--- src/rtl/irq_bank_pkg.sv ---
package irq_bank_pkg;
  localparam int DATA_W    = 32;
  localparam int ADDR_W    = 4;
  localparam int WAIT_BASE = 2;  // first wait-source bit; bit 1 reserved

  localparam logic [ADDR_W-1:0] OFS_RAW = 4'h0;
  localparam logic [ADDR_W-1:0] OFS_MSK = 4'h4;
  localparam logic [ADDR_W-1:0] OFS_ENS = 4'h8;
  localparam logic [ADDR_W-1:0] OFS_ENC = 4'hC;
endpackage

--- src/rtl/wait_edge_det.sv ---
module wait_edge_det #(
  parameter int STAGES = 2
) (
  input  logic clk_i,
  input  logic rst_ni,
  input  logic pin_i,
  output logic rise_o
);
  logic [STAGES:0] sh_q;

  always_ff @(posedge clk_i or negedge rst_ni) begin
    if (!rst_ni) sh_q <= '0;
    else         sh_q <= {sh_q[STAGES-1:0], pin_i};
  end

  assign rise_o = sh_q[STAGES-1] & ~sh_q[STAGES];

  AST_EDGE_ONCE: assert property (@(posedge clk_i) disable iff (!rst_ni)
    rise_o |=> !rise_o);
endmodule

--- src/rtl/irq_src_cell.sv ---
module irq_src_cell (
  input  logic clk_i,
  input  logic rst_ni,
  input  logic evt_i,
  input  logic raw_clr_i,
  input  logic msk_clr_i,
  input  logic en_set_i,
  input  logic en_clr_i,
  output logic raw_o,
  output logic msk_o,
  output logic en_o,
  output logic msk_rise_o
);
  logic raw_q, msk_q, en_q, clr;

  assign clr = raw_clr_i | msk_clr_i;

  always_ff @(posedge clk_i or negedge rst_ni) begin
    if (!rst_ni) begin
      raw_q <= 1'b0;
      msk_q <= 1'b0;
      en_q  <= 1'b0;
    end else begin
      if (evt_i)    raw_q <= 1'b1;
      else if (clr) raw_q <= 1'b0;
      if (evt_i && en_q) msk_q <= 1'b1;
      else if (clr)      msk_q <= 1'b0;
      if (en_set_i)      en_q <= 1'b1;
      else if (en_clr_i) en_q <= 1'b0;
    end
  end

  assign raw_o      = raw_q;
  assign msk_o      = msk_q;
  assign en_o       = en_q;
  assign msk_rise_o = evt_i & en_q & ~msk_q;

  AST_RAW_ON_EVT: assert property (@(posedge clk_i) disable iff (!rst_ni)
    evt_i |=> raw_o);
  AST_MSK_NEEDS_EN: assert property (@(posedge clk_i) disable iff (!rst_ni)
    $rose(msk_o) |-> $past(en_o));
  AST_MSK_IN_RAW: assert property (@(posedge clk_i) disable iff (!rst_ni)
    msk_o |-> raw_o);
  AST_CLR_BOTH: assert property (@(posedge clk_i) disable iff (!rst_ni)
    (clr && !evt_i) |=> (!raw_o && !msk_o));
  AST_EVT_WINS: assert property (@(posedge clk_i) disable iff (!rst_ni)
    (clr && evt_i) |=> raw_o);
endmodule

--- src/rtl/irq_bank.sv ---
module irq_bank
  import irq_bank_pkg::*;
#(
  parameter int N_WAIT      = 4,
  parameter int SYNC_STAGES = 2
) (
  input  logic              clk_i,
  input  logic              rst_ni,
  input  logic [N_WAIT-1:0] wait_i,
  input  logic              timeout_i,
  input  logic              we_i,
  input  logic [ADDR_W-1:0] addr_i,
  input  logic [DATA_W-1:0] wdata_i,
  output logic [DATA_W-1:0] rdata_o,
  output logic              irq_o
);
  localparam int N_SRC = N_WAIT + 1;
  localparam int TOP_BIT = WAIT_BASE + N_WAIT;

  function automatic logic [DATA_W-1:0] to_word(input logic [N_SRC-1:0] v);
    logic [DATA_W-1:0] w;
    w = '0;
    w[0] = v[0];
    for (int k = 1; k < N_SRC; k++) w[WAIT_BASE+k-1] = v[k];
    return w;
  endfunction

  function automatic logic [N_SRC-1:0] from_word(input logic [DATA_W-1:0] w);
    logic [N_SRC-1:0] v;
    v[0] = w[0];
    for (int k = 1; k < N_SRC; k++) v[k] = w[WAIT_BASE+k-1];
    return v;
  endfunction

  logic [N_SRC-1:0] evt, raw, msk, en, rise;
  logic [N_SRC-1:0] wbits, raw_clr, msk_clr, en_set, en_clr;
  logic             irq_q;
  logic             unused_wdata;

  assign unused_wdata = ^{wdata_i[DATA_W-1:TOP_BIT], wdata_i[1]};

  assign evt[0] = timeout_i;

  for (genvar g = 0; g < N_WAIT; g++) begin : g_wait
    wait_edge_det #(.STAGES(SYNC_STAGES)) u_det (
      .clk_i (clk_i),
      .rst_ni(rst_ni),
      .pin_i (wait_i[g]),
      .rise_o(evt[g+1])
    );
  end

  assign wbits   = from_word(wdata_i);
  assign raw_clr = (we_i && addr_i == OFS_RAW) ? wbits : '0;
  assign msk_clr = (we_i && addr_i == OFS_MSK) ? wbits : '0;
  assign en_set  = (we_i && addr_i == OFS_ENS) ? wbits : '0;
  assign en_clr  = (we_i && addr_i == OFS_ENC) ? wbits : '0;

  for (genvar s = 0; s < N_SRC; s++) begin : g_src
    irq_src_cell u_cell (
      .clk_i     (clk_i),
      .rst_ni    (rst_ni),
      .evt_i     (evt[s]),
      .raw_clr_i (raw_clr[s]),
      .msk_clr_i (msk_clr[s]),
      .en_set_i  (en_set[s]),
      .en_clr_i  (en_clr[s]),
      .raw_o     (raw[s]),
      .msk_o     (msk[s]),
      .en_o      (en[s]),
      .msk_rise_o(rise[s])
    );
  end

  always_ff @(posedge clk_i or negedge rst_ni) begin
    if (!rst_ni) irq_q <= 1'b0;
    else         irq_q <= |rise;
  end
  assign irq_o = irq_q;

  always_comb begin
    unique case (addr_i)
      OFS_RAW: rdata_o = to_word(raw);
      OFS_MSK: rdata_o = to_word(msk);
      OFS_ENS,
      OFS_ENC: rdata_o = to_word(en);
      default: rdata_o = '0;
    endcase
  end

  AST_RSV_ZERO: assert property (@(posedge clk_i) disable iff (!rst_ni)
    (rdata_o[1] == 1'b0) && (rdata_o[DATA_W-1:TOP_BIT] == '0));
  AST_IRQ_FROM_RISE: assert property (@(posedge clk_i) disable iff (!rst_ni)
    irq_o |-> ((msk & ~$past(msk)) != '0));
  AST_RISE_PULSES: assert property (@(posedge clk_i) disable iff (!rst_ni)
    ((msk & ~$past(msk)) != '0) |-> irq_o);
endmodule

--- config.mk ---
export PLATFORM = sky130hd
export DESIGN_NAME = irq_bank
export DESIGN_NICKNAME = d
export VERILOG_FILES = /design/src/rtl/irq_bank_pkg.sv /design/src/rtl/wait_edge_det.sv /design/src/rtl/irq_src_cell.sv /design/src/rtl/irq_bank.sv
export SDC_FILE = /design/constraint.sdc
export NUM_CORES = 1
export LEC_CHECK = 0
export ABC_AREA = 0
export BUFFER_PORTS_ARGS = -buffer_cell sky130_fd_sc_hd__buf_2
export CORE_MARGIN = 10
export CORE_UTILIZATION = 30
export DETAILED_ROUTE_END_ITERATION = 6
export GPL_TIMING_DRIVEN = 0
export HOLD_SLACK_MARGIN = 0.03
export PLACE_DENSITY_LB_ADDON = 0.2
export SYNTH_ARGS = -nofsm -noshare
export SYNTH_HDL_FRONTEND = slang
export SYNTH_HIERARCHICAL = 1
export SYNTH_SLANG_ARGS = --single-unit
--- constraint.sdc ---
create_clock -name clk_i -period 2.9 [get_ports clk_i]
set_clock_uncertainty 0.1 [all_clocks]
set_input_delay 0.29 -clock clk_i [delete_from_list [all_inputs] [get_ports clk_i]]
set_output_delay 0.29 -clock clk_i [all_outputs]
set_load 0.02 [all_outputs]
==> reports/results.ini <==
[cts]
clock-sinks = 28
clockBufferDepth = 2
cts_tree = yes
cts.clk_slew.worst_paths_ns = 0.09
cts_htree_levels = 1
cts_buffers = 3
clk_latency_ns = 0.27
cts_resized = 0
root_buffer = clkbuf_8

[setup_path]
crit_top_cell = buf_2
cp.arrival_ns = 1.40
crit_required_ns = 2.51
cp-startpoint = addr_i[3]
cp-end-kind = output pin
cpLargestDelayFamily = buffers and inverters
cp_cell_sequence = buf_2, clkbuf_1, buf_2, o211a_1, buf_2
reg2reg_from = g_wait[0].u_det/sh_q[1]
slowest_stage = clkbuf_1
worstSetupPathType = input pin to output pin
ff2ff_setup_slack_ns = 1.82
slowest_delay_ns = 0.34
crit_fanout = 10
path_buf_inv = 4
cp-start-kind = input pin

[die]
dieHeight_microns = 91.3
design.die.area_sq_mm = 0.00834
num_rows = 25
io_pins = 77
start_util_pct = 31.7
core-area_sq_mm = 0.00482
dieWidth_microns = 91.3

[detailed_routing]
viasPerCell = 3.80
postRouteAntennaNets = 0
wl_per_cell_microns = 11.3
vias = 1042
drtPass1Iterations = 4
wirelength_microns = 3100
dr.first_iter.drc_count = 67
drc_errors = 0

[final_layout]
layout-drive-gt1-share_pct = 37.2
nNetsFinal = 252
antenna_cells = 0
area_delta_synth_final_pct = 26.7
fillers = 502
mostFrequentLayoutCell = dfrtp_1
final_cell_mix = 28 x dfrtp_1, 27 x buf_4, 27 x conb_1, 22 x buf_2, 20 x nor2_1

[job]
drv_cap = 0

[global_routing]
track_usage_pct = 7.70
grt_max_degree = 29
grt_pass1_vias = 1127
grt_pass1_wl_microns = 5340
grt-ovfl-total = 0
antenna_found_initial = 0

[yosys]
yosysTopAreaCell = dfrtp_1
ys_top_cells_by_area = dfrtp_1 46%, buf_4 13%, a21o_1 4.9%, nor2_1 4.9%, nor2_2 4.9%
synth_area_per_cell_sq_um = 10.1
synth_top_area_share_pct = 45.9
ys_ff_latch = 28
syn_inst = 151
yosys_warnings = 6
syn_area_sq_mm = 0.00153
seq_area_frac_synth_pct = 45.9
synth.distinct_cells = 19

[sta]
holdWs_ns = 0.129
max_freq_mhz = 558
hold_violations = 0
period_needed_ns = 1.79
fin_crit_sh_pct = 61.8
rsz0062_at_grt = no
setup_violations = 0
max_slew_margin_pct = 57.6
slew_viol_final = 0
setup_tns_ns = 0
max_slew.worst_pin.slew_ns = 0.636

[placement]
dp_hpwl_microns = 2420
gp_congestion = 0.738
io_buffer_count = 21

[outcome]
status = finished clean

[hold_path]
hp-class = input pin to register
hp-start = timeout_i

[pwr]
p_leak_nw = 0.987
powerDensity_mw_per_mm2 = 512
irDropWorstVdd_uv = 296

## layout make-up
| type | instances | area (sq um) | share of cell area, % |
|---|---|---|---|
| Clock buffer | 3 | 41.3 | 2.14 |
| Multi-Input combinational cell | 112 | 666 | 34.4 |
| Sequential cell | 28 | 701 | 36.2 |
| Buffer | 32 | 238 | 12.3 |
| Inverter | 5 | 18.8 | 0.971 |
| Tap cell | 67 | 83.8 | 4.34 |
| Timing Repair Buffer | 26 | 155 | 8.03 |
| Clock inverter | 1 | 30.0 | 1.55 |
## cells by family after synthesis
family / Yosys count / synth area share [%]
AO/OA/AOI/OAI: 20 / 11.1
flip-flops: 28 / 45.9
other: 1 / 0.246
AND/OR/NAND/NOR: 60 / 22.2
buffers and inverters: 37 / 16.8
multiplexers: 5 / 3.69
## power by group
group / switching (W) / total (W) / internal [W]
logic: 0.000104 / 0.000207 / 0.000103
clock network: 0.000120 / 0.000305 / 0.000185
registers: 0.0000373 / 0.000479 / 0.000441
## path summary, 6_finish.rpt
| check | end | cells past startpoint |
|---|---|---|
| min reg2reg | g_wait[0].u_det/sh_q[1] | 0 |
| min in group asynchronous | g_wait[2].u_det/sh_q[0] | 2 |
| max | rdata_o[3] | 5 |
| min | g_src[0].u_cell/raw_o | 2 |
| max reg2reg | irq_o | 5 |
| max in group asynchronous | g_src[4].u_cell/raw_o | 2 |
## layer usage
| metal | routed length [microns] | GRT usage (%) | vias to the layer above |
|---|---|---|---|
| li1 | - | - | 540 |
| met1 | 1530 | 10.1 | 449 |
| met2 | 1190 | 11.0 | 48 |
| met3 | 334 | 3.21 | 5 |
| met4 | 42 | 2.74 | 0 |
| met5 | 0 | 0 | - |
## state kept, by name (all words and copies together) (netlist names)
register            count
g_src.u_cell/en_o       5
g_src.u_cell/raw_o      5
irq_o                   1
g_src.u_cell/msk_o      5
g_wait.u_det/sh_q      12
## synth_stat cells (all sizes together)
cell	instances
a21o	10
conb	1
nand2b	10
buf	30
nand4bb	1
nor2b	4
mux2	5
dfrtp	28
nand2	11
clkbuf	2
inv	5
a22o	5
nor3	1
nor2	32
o211a	5
or4b	1
## stage by stage
step	setup slack, ns	std cells	area [sq um]	power, W	utilization [%]
2_1_floorplan	1.27	177	1620	0.000636	-
3_3_place_gp	1.08	265	1810	0.000687	37.6
3_5_place_dp	1.09	265	1810	0.000688	37.6
4_1_cts	1.08	274	1930	0.00100	40.1
5_1_grt	0.989	274	1930	0.00105	40.1
6_report	1.11	274	1930	0.000991	40.1
## repair_timing
| item | 4_1_cts | 5_1_grt |
|---|---|---|
| endpoints found under the hold margin | 32 | 0 |
| hold buffers | 5 | 0 |
| setup buffers | 0 | 0 |
No activity file was read; power rests on OpenSTA's default activity.
